## src/rtl/seg_loader_pkg.sv

```systemverilog
package seg_loader_pkg;
   // Checks that a tap position lies inside the shift register.
   function automatic bit tap_in_range(input int pos, input int stages);
      return (pos >= 1) && (pos <= stages);
   endfunction
endpackage

```

## src/rtl/sig_sync.sv

```systemverilog
module sig_sync #(
   parameter int WIDTH = 1,
   parameter int DEPTH = 2,
   parameter logic [WIDTH-1:0] RST_VAL = '0
) (
   input  logic             clk,
   input  logic             rst_n,
   input  logic [WIDTH-1:0] d,
   output logic [WIDTH-1:0] q
);
   if (DEPTH < 2) begin : g_bad_depth
      $error("sig_sync: DEPTH must be at least 2");
   end

   logic [WIDTH-1:0] chain [DEPTH];

   for (genvar s = 0; s < DEPTH; s++) begin : g_stage
      always_ff @(posedge clk or negedge rst_n) begin
         if (!rst_n) chain[s] <= RST_VAL;
         else if (s == 0) chain[s] <= d;
         else chain[s] <= chain[(s == 0) ? 0 : s-1];
      end
   end

   assign q = chain[DEPTH-1];
endmodule

```

## src/rtl/seg_shifter.sv

```systemverilog
module seg_shifter #(
   parameter int STAGES = 38,
   parameter int TAP_A  = 30,
   parameter int TAP_B  = 32
) (
   input  logic              clk,
   input  logic              rst_n,
   input  logic              fall,
   input  logic              rise,
   input  logic              sel_n_s,
   input  logic              din_s,
   output logic [STAGES-1:0] sr,
   output logic              tap_a,
   output logic              tap_b,
   output logic              tap_end
);
   import seg_loader_pkg::*;

   if (!tap_in_range(TAP_A, STAGES) || !tap_in_range(TAP_B, STAGES)) begin : g_bad_tap
      $error("seg_shifter: tap position outside the register");
   end
   if (STAGES < 2) begin : g_bad_len
      $error("seg_shifter: STAGES must be at least 2");
   end

   // Stage 1 is sr[0]; the oldest bit moves toward sr[STAGES-1].
   always_ff @(posedge clk or negedge rst_n) begin
      if (!rst_n) sr <= '0;
      else if (fall && !sel_n_s) sr <= {sr[STAGES-2:0], din_s};
   end

   // Taps follow the register only on the opposite data-clock edge.
   always_ff @(posedge clk or negedge rst_n) begin
      if (!rst_n) begin
         tap_a   <= 1'b0;
         tap_b   <= 1'b0;
         tap_end <= 1'b0;
      end else if (rise) begin
         tap_a   <= sr[TAP_A-1];
         tap_b   <= sr[TAP_B-1];
         tap_end <= sr[STAGES-1];
      end
   end

   assert_shift_in_R2: assert property (@(posedge clk) disable iff (!rst_n)
      (fall && !sel_n_s) |=> (sr[0] == $past(din_s)) && (sr[STAGES-1:1] == $past(sr[STAGES-2:0])));
   assert_desel_still_R3: assert property (@(posedge clk) disable iff (!rst_n)
      sel_n_s |=> $stable(sr));
   assert_rise_no_shift_R9: assert property (@(posedge clk) disable iff (!rst_n)
      (rise && !fall) |=> $stable(sr));
   assert_tap_steady_R8: assert property (@(posedge clk) disable iff (!rst_n)
      !rise |=> $stable({tap_a, tap_b, tap_end}));
endmodule

```

## src/rtl/seg_hold.sv

```systemverilog
module seg_hold #(
   parameter int STAGES = 38
) (
   input  logic              clk,
   input  logic              rst_n,
   input  logic              load_s,
   input  logic              sel_n_s,
   input  logic [STAGES-1:0] sr,
   output logic [STAGES-1:0] seg
);
   always_ff @(posedge clk or negedge rst_n) begin
      if (!rst_n) seg <= '0;
      else if (load_s && !sel_n_s) seg <= sr;
   end

   assert_reset_clear_R1: assert property (@(posedge clk)
      !rst_n |=> (seg == '0));
   assert_hold_low_R5: assert property (@(posedge clk) disable iff (!rst_n)
      !load_s |=> $stable(seg));
   assert_desel_load_R6: assert property (@(posedge clk) disable iff (!rst_n)
      sel_n_s |=> $stable(seg));
   assert_transparent_R4: assert property (@(posedge clk) disable iff (!rst_n)
      (load_s && !sel_n_s) |=> (seg == $past(sr)));
endmodule

```

## src/rtl/seg_serial_loader.sv

```systemverilog
module seg_serial_loader #(
   parameter int STAGES      = 38,
   parameter int TAP_A       = 30,
   parameter int TAP_B       = 32,
   parameter int SYNC_STAGES = 2
) (
   input  logic              clk,
   input  logic              rst_n,
   input  logic              sdin,
   input  logic              dclk_n,
   input  logic              sel_n,
   input  logic              load,
   output logic [STAGES-1:0] seg_q,
   output logic              tap_30,
   output logic              tap_32,
   output logic              tap_38
);
   // Bundle order: {dclk_n, sel_n, load, sdin}; idle clock high, deselected.
   localparam logic [3:0] SYNC_RST = 4'b1100;

   logic [3:0]        raw_in, syn_in;
   logic              dclk_s, sel_n_s, load_s, din_s, dclk_prev;
   logic              fall, rise;
   logic [STAGES-1:0] sr;

   assign raw_in = {dclk_n, sel_n, load, sdin};

   sig_sync #(.WIDTH(4), .DEPTH(SYNC_STAGES), .RST_VAL(SYNC_RST)) sync_i (
      .clk(clk), .rst_n(rst_n), .d(raw_in), .q(syn_in));

   assign {dclk_s, sel_n_s, load_s, din_s} = syn_in;

   always_ff @(posedge clk or negedge rst_n) begin
      if (!rst_n) dclk_prev <= 1'b1;
      else dclk_prev <= dclk_s;
   end

   assign fall = dclk_prev & ~dclk_s;
   assign rise = ~dclk_prev & dclk_s;

   seg_shifter #(.STAGES(STAGES), .TAP_A(TAP_A), .TAP_B(TAP_B)) shift_i (
      .clk(clk), .rst_n(rst_n), .fall(fall), .rise(rise), .sel_n_s(sel_n_s),
      .din_s(din_s), .sr(sr), .tap_a(tap_30), .tap_b(tap_32), .tap_end(tap_38));

   seg_hold #(.STAGES(STAGES)) hold_i (
      .clk(clk), .rst_n(rst_n), .load_s(load_s), .sel_n_s(sel_n_s),
      .sr(sr), .seg(seg_q));
endmodule

```

## config.mk

```make
export PLATFORM = sky130hd
export DESIGN_NAME = seg_serial_loader
export DESIGN_NICKNAME = d
export VERILOG_FILES = /design/src/rtl/seg_loader_pkg.sv /design/src/rtl/sig_sync.sv /design/src/rtl/seg_shifter.sv /design/src/rtl/seg_hold.sv /design/src/rtl/seg_serial_loader.sv
export SDC_FILE = /design/constraint.sdc
export NUM_CORES = 1
export LEC_CHECK = 0
export ABC_AREA = 0
export BUFFER_PORTS_ARGS = -buffer_cell sky130_fd_sc_hd__clkbuf_2
export CORE_MARGIN = 3
export CORE_UTILIZATION = 42
export DETAILED_ROUTE_END_ITERATION = 12
export PLACE_DENSITY_LB_ADDON = 0.1
export SYNTH_ARGS = -nofsm -noshare
export SYNTH_HDL_FRONTEND = slang
export SYNTH_HIERARCHICAL = 1
export SYNTH_SLANG_ARGS = --single-unit
```

## constraint.sdc

```tcl
create_clock -name clk -period 1.5 [get_ports clk]
set_clock_uncertainty 0.15 [all_clocks]
set_input_delay 0.3 -clock clk [delete_from_list [all_inputs] [get_ports clk]]
set_output_delay 0.3 -clock clk [all_outputs]
set_load 0.005 [all_outputs]
```

### Word level (Yosys, flattened, before mapping)

Cells that the tools add are included.

| word-level totals | value |
|---|---|
| input port bits | 6 |
| bits in registers | 88 |

| operators by class | value |
|---|---|
| bitwise logic cells | 4 |
| reduce and logical (&&, ||, !) cells | 3 |

Operators with widths:

| kind | count |
|---|---|
| AND 1 bit | 2 |
| logical AND 1 bit | 2 |
| inverter 1 bit | 2 |
| zero test 1 bit | 1 |

### Depth between registers and ports, before layout

| depth | value |
|---|---|
| word-level depth | 3 |
| gate-level depth with buffers | 6 |
| mapped depth without buffers | 3 |

### Cells and area by module

The synthesis kept the hierarchy.

By module, submodules not included:

| module | instances | area each (um^2) | sequential area each (um^2) | cells an instance |
|---|---|---|---|---|
| seg_shifter | 1 | 1635.3 | 1026.0 | 87 |
| seg_hold | 1 | 1526.5 | 950.9 | 81 |
| sig_sync | 1 | 235.2 | 205.2 | 12 |
| seg_serial_loader | 1 | 41.3 | 26.3 | 3 |

### Worst setup path after synthesis

OpenSTA, ideal clock, no wires.

| timing | value |
|---|---|
| path kind | reg2reg |
| from | reg dclk_prev |
| to | reg shift_i.sr[14] |
| data required time | 1.225 ns |
| data arrival time | 1.342 ns |
| library setup time | 0.125 ns |
| cell stages (with the launch flop) | 6 |
| period minus slack after synthesis | 1.617 ns |
| buffers on the path | 2 |
| slack | -0.117 ns |
| cells stage by stage | dfstp_2 nor2b_1 nor2b_4 buf_6 buf_12 mux2_4 |

| on the way | value |
|---|---|
| cells in the longest elaborated chain, start to end | 2 |

Ends and longest elaborated chain:

| element | line | RTL |
|---|---|---|
| start, declared | seg_serial_loader.sv:22 | `logic dclk_s, sel_n_s, load_s, din_s, dclk_prev;` |
| start signal, assigned | seg_serial_loader.sv:35 | `else dclk_prev <= dclk_s;` |
| AND 1 bit | seg_serial_loader.sv:38 | `assign fall = dclk_prev & ~dclk_s;` |
| net fall | seg_serial_loader.sv:23 | `logic fall, rise;` |
| logical AND 1 bit | seg_shifter.sv:29 | `else if (fall && !sel_n_s) sr <= {sr[STAGES-2:0], din_s};` |
| end signal, assigned | seg_shifter.sv:29 |  |
| end, declared | seg_shifter.sv:12 | `output logic [STAGES-1:0] sr,` |

The timed path passes the listed nets, and every way through them passes these cells.
A chain may end at the register's enable or synchronous reset.

### Worst setup path after layout

| timing | value |
|---|---|
| from | reg dclk_prev |
| to | reg shift_i.sr[34] |

The elaborated chain is that of the path after synthesis.

==> impl_results.html <==
<table>
<tr><th>Metric</th><th>Value</th></tr>
<tr><th colspan="2">Outcome</th></tr>
<tr><td>Status</td><td>finished with violations</td></tr>
<tr><td>Violations in the final reports</td><td>negative setup slack</td></tr>
<tr><th colspan="2">Routing</th></tr>
<tr><td>Wirelength per Cell</td><td>15.0 um</td></tr>
<tr><td>DRC violation count after routing</td><td>0</td></tr>
<tr><td>Vias per cell</td><td>4.68</td></tr>
<tr><td>Routed wire length on met3</td><td>199 um</td></tr>
<tr><td>Number of nets with antenna violations after detailed routing</td><td>0</td></tr>
<tr><td>Wire length on met1</td><td>2470 um</td></tr>
<tr><td>Highest metal used</td><td>met4</td></tr>
<tr><td>Total vias in the final route</td><td>1663</td></tr>
<tr><td>DRT iter0 DRCs</td><td>26</td></tr>
<tr><td>Total length of routed met2 wires</td><td>2620 um</td></tr>
<tr><td>Wire length after detailed routing</td><td>5340 um</td></tr>
<tr><td>First drt pass iteration count</td><td>4</td></tr>
<tr><th colspan="2">Place</th></tr>
<tr><td>Number of I/O port buffers</td><td>46</td></tr>
<tr><td>Number of cells after detailed placement</td><td>329</td></tr>
<tr><td>Detailed placement HPWL</td><td>3690 um</td></tr>
<tr><td>Gp weighted congestion</td><td>0.655</td></tr>
<tr><th colspan="2">Pwr</th></tr>
<tr><td>Power share of the clock group</td><td>0.338</td></tr>
<tr><td>Net switching component of the power</td><td>0.00106 W</td></tr>
<tr><td>Share of total power in sequential cells</td><td>0.557</td></tr>
<tr><td>Part of the total power dissipated in combinational logic</td><td>0.105</td></tr>
<tr><td>Cell leakage power</td><td>2.12 nW</td></tr>
<tr><td>Switch share</td><td>0.219</td></tr>
<tr><td>Internal power</td><td>0.00380 W</td></tr>
<tr><td>PwrDens</td><td>1170 nW/um^2</td></tr>
<tr><td>Worst IR drop on VDD</td><td>693 uV</td></tr>
<tr><th colspan="2">Setup path</th></tr>
<tr><td>Max incr delay on CP</td><td>0.53 ns</td></tr>
<tr><td>Type of the setup path with the least slack</td><td>register to register</td></tr>
<tr><td>RR Endpoint</td><td>shift_i/sr[34]</td></tr>
<tr><td>Reg2reg setup slack</td><td>-0.18 ns</td></tr>
<tr><td>Data arrival time of the worst path</td><td>1.75 ns</td></tr>
<tr><td>Worst-path cell with the longest stage delay</td><td>sky130_fd_sc_hd__dfstp_2</td></tr>
<tr><td>Worst path required time</td><td>1.57 ns</td></tr>
<tr><td>Cell-by-cell listing of the critical path</td><td>nor2b_1 -&gt; nor2b_4 -&gt; buf_4 -&gt; buf_12 -&gt; mux2_2</td></tr>
<tr><td>Worst reg2reg path startpoint</td><td>dclk_prev</td></tr>
<tr><td>Element type at the critical path end</td><td>register</td></tr>
<tr><td>R2r worst-path depth</td><td>5</td></tr>
<tr><td>Launch point of the critical path</td><td>dclk_prev</td></tr>
<tr><td>Launching element type of the critical path</td><td>register</td></tr>
<tr><td>Crit path to</td><td>shift_i/sr[34]</td></tr>
<tr><td>Worst-path maximum fanout</td><td>7</td></tr>
<tr><th colspan="2">Timing</th></tr>
<tr><td>Crit path setup slack, layout</td><td>-0.181 ns</td></tr>
<tr><td>Share of the cycle needed by the critical path after routing</td><td>1.12</td></tr>
<tr><td>Fin Hold WS</td><td>0.203 ns</td></tr>
<tr><td>Worst slew pin tran</td><td>0.360 ns</td></tr>
<tr><td>Max-slew violation count</td><td>0</td></tr>
<tr><td>Post-layout min period</td><td>1.68 ns</td></tr>
<tr><td>Highest clock frequency the design can meet</td><td>0.595 GHz</td></tr>
<tr><td>Final setup violation count</td><td>38</td></tr>
<tr><td>Number of hold violations in the final report</td><td>0</td></tr>
<tr><td>RSZ-0062 raised after global routing</td><td>true</td></tr>
<tr><td>Slew headroom</td><td>0.760</td></tr>
<tr><th colspan="2">CTS</th></tr>
<tr><td>Maximum count of clock buffers along a single path</td><td>2</td></tr>
<tr><td>Clock-pin slew reported for the worst setup and hold paths after clock tree synthesis</td><td>0.08 ns</td></tr>
<tr><td>CTS tree</td><td>done</td></tr>
<tr><td>Clk_lat worst skew</td><td>0.33 ns</td></tr>
<tr><td>Buffer cell driving the clock tree root</td><td>sky130_fd_sc_hd__clkbuf_8</td></tr>
<tr><td>Number of clock sinks</td><td>88</td></tr>
<tr><td>H-tree depth</td><td>3</td></tr>
<tr><td>TritonCTS Buffers</td><td>9</td></tr>
<tr><th colspan="2">Global route</th></tr>
<tr><td>Wire length of the first global-routing pass</td><td>8670 um</td></tr>
<tr><td>Number of antenna violations at the first check in global routing</td><td>0</td></tr>
<tr><td>Pin count of the biggest net entering global routing</td><td>28</td></tr>
<tr><td>Vias in the first global route</td><td>1750</td></tr>
<tr><td>Remaining global-route overflow</td><td>0</td></tr>
<tr><td>Overall global routing resource usage</td><td>0.123</td></tr>
<tr><th colspan="2">Die</th></tr>
<tr><td>Rows</td><td>32</td></tr>
<tr><td>Die area</td><td>9310 um^2</td></tr>
<tr><td>Starting utilization of the core area</td><td>0.438</td></tr>
<tr><td>I/O pin count</td><td>47</td></tr>
<tr><td>Core area</td><td>7850 um^2</td></tr>
<tr><td>Chip height</td><td>96.5 um</td></tr>
<tr><td>Width of the die</td><td>96.5 um</td></tr>
<tr><th colspan="2">Hold path</th></tr>
<tr><td>Min-delay worst type</td><td>register to register</td></tr>
<tr><th colspan="2">Yosys</th></tr>
<tr><td>Netlist cell types</td><td>10</td></tr>
<tr><td>Synthesized-area fraction occupied by ao, oa, aoi and oai cells</td><td>0</td></tr>
<tr><td>Instance count of the mapped netlist</td><td>183</td></tr>
<tr><td>Fraction of synthesized cell area in xor and xnor cells</td><td>0</td></tr>
<tr><td>Netlist Area Pre-Place</td><td>3440 um^2</td></tr>
<tr><td>Flop and latch count out of synthesis</td><td>88</td></tr>
<tr><td>Mux contribution to synthesized area</td><td>0.302</td></tr>
<tr><td>Number of nets in the synthesized netlist</td><td>189</td></tr>
<tr><td>Register area share after synthesis</td><td>0.642</td></tr>
<tr><td>Mapped Avg Cell Area</td><td>18.8 um^2</td></tr>
<tr><td>Adder and majority cell fraction of the synthesized area</td><td>0</td></tr>
<tr><td>Post-synthesis share of cell area spent on and, or, nand and nor gates</td><td>0.0124</td></tr>
<tr><td>Combinational family with the most area after synthesis</td><td>multiplexers</td></tr>
<tr><td>Number of warning messages in the yosys log</td><td>6</td></tr>
<tr><th colspan="2">Flow run</th></tr>
<tr><td>Max_cap viols</td><td>0</td></tr>
<tr><th colspan="2">Finish</th></tr>
<tr><td>Non-filler instance count after layout</td><td>355</td></tr>
<tr><td>Share of final-layout standard cells stronger than drive strength 1</td><td>0.644</td></tr>
<tr><td>Antenna fix cells</td><td>0</td></tr>
<tr><td>Final nets</td><td>255</td></tr>
<tr><td>Layout-stage area growth over the synthesis result</td><td>21.1%</td></tr>
</table>
[worst min path at each step]
stage                                from             end  cells past startpoint
after floorplan                     rst_n   hold_i/seg[0]                      0
after global routing      sync_i/chain[4]     sync_i/q[0]                      0
after CTS                 sync_i/chain[4]     sync_i/q[0]                      0
after global placement              rst_n     sync_i/q[1]                      1
after detailed placement            rst_n  shift_i/sr[36]                      1
final                     sync_i/chain[4]     sync_i/q[0]                      0
[cell type report]
| cell class | instances | area [um^2] |
|---|---|---|
| tap | 102 | 128 |
| clock buffer | 13 | 169 |
| fill | 683 | 3680 |
| sequential | 88 | 2210 |
| multi-input combinational | 83 | 1090 |
| timing repair buffer | 67 | 533 |
| clock inverter | 2 | 37.5 |
[repair_timing]
| item | in CTS | in global routing |
|---|---|---|
| gates cloned | 1 | 2 |
| hold endpoints to repair | 23 | 0 |
| pin swaps | 0 | 0 |
| setup endpoints to repair | 38 | 38 |
| buffers inserted | 3 | 0 |
| resized for setup | 3 | 0 |
| hold buffers | 5 | 0 |
[flip-flops by register name, indices dropped and copies added (netlist names)]
name / cells
sync_i/chain: 4
sync_i/q: 4
dclk_prev: 1
shift_i/tap_b: 1
hold_i/seg: 38
shift_i/sr: 38
shift_i/tap_end: 1
shift_i/tap_a: 1
[cells in the mapped netlist]
cell type                 number  share of area
sky130_fd_sc_hd__dfrtp_1      83           0.60
sky130_fd_sc_hd__buf_6         2         0.0065
sky130_fd_sc_hd__mux2_4       40           0.17
sky130_fd_sc_hd__nor2b_4       2         0.0080
sky130_fd_sc_hd__buf_12        4          0.023
sky130_fd_sc_hd__mux2_2       39           0.13
sky130_fd_sc_hd__buf_4         6          0.013
sky130_fd_sc_hd__and2b_2       1         0.0025
sky130_fd_sc_hd__dfstp_2       5          0.038
sky130_fd_sc_hd__nor2b_1       1         0.0018
[cells by family after synthesis]
group	Yosys count
AND/OR/NAND/NOR	4
buffers and inverters	12
multiplexers	79
flip-flops	88
[metrics by stage]
| stage | setup slack, ns | setup TNS [ns] | area (um^2) | total power, W | util |
|---|---|---|---|---|---|
| after floorplan | -0.117 | -2.70 | 3440 | 0.00301 | - |
| after global placement | -0.149 | -4.47 | 3800 | 0.00321 | 0.484 |
| after detailed placement | -0.184 | -5.21 | 3800 | 0.00323 | 0.484 |
| after CTS | -0.187 | -6.02 | 4120 | 0.00491 | 0.524 |
| after global routing | -0.247 | -8.57 | 4170 | 0.00510 | 0.531 |
| final | -0.181 | -6.31 | 4170 | 0.00486 | 0.531 |
[cell usage in the layout (no fill, tap or decap)]
cell                            Yosys  final
sky130_fd_sc_hd__mux2_2            39     37
sky130_fd_sc_hd__and2b_2            1      1
sky130_fd_sc_hd__buf_16             0      1
sky130_fd_sc_hd__dfrtp_1           83     83
sky130_fd_sc_hd__dfstp_2            5      5
sky130_fd_sc_hd__nor2b_1            1      1
sky130_fd_sc_hd__buf_4              6      8
sky130_fd_sc_hd__clkbuf_16          0      2
sky130_fd_sc_hd__clkinvlp_4         0      1
sky130_fd_sc_hd__bufinv_16          0      1
sky130_fd_sc_hd__clkbuf_1           0      1
sky130_fd_sc_hd__dlygate4sd3_1      0      5
sky130_fd_sc_hd__clkbuf_2           0     45
sky130_fd_sc_hd__buf_12             4      6
sky130_fd_sc_hd__nor2b_4            2      2
sky130_fd_sc_hd__mux2_4            40     42
sky130_fd_sc_hd__clkbuf_8           0     12
[critical path: cells and delay by family (launching register included)]
kind          cells  cell delay (ns)
simple gates      2             0.28
flops             1             0.53
mux               1             0.33
buf+inv           2             0.28
[power groups by stage]
| stage | Clock [W] | Combinational (W) | Sequential (W) |
|---|---|---|---|
| 6_report | 0.00164 | 0.000511 | 0.00271 |
| 5_1_grt | 0.00180 | 0.000564 | 0.00274 |
| 4_1_cts | 0.00169 | 0.000513 | 0.00271 |
| 3_5_place_dp | 0 | 0.000481 | 0.00275 |
| 3_3_place_gp | 0 | 0.000468 | 0.00274 |
| 2_1_floorplan | 0 | 0.000282 | 0.00273 |
[metal layers]
| layer | global-route usage | up-vias |
|---|---|---|
| li1 | - | 761 |
| met1 | 0.170 | 863 |
| met2 | 0.189 | 33 |
| met3 | 0.0325 | 6 |
| met4 | 0.0421 | 0 |
| met5 | 0 | - |
Power figures use the tool's default switching activity.
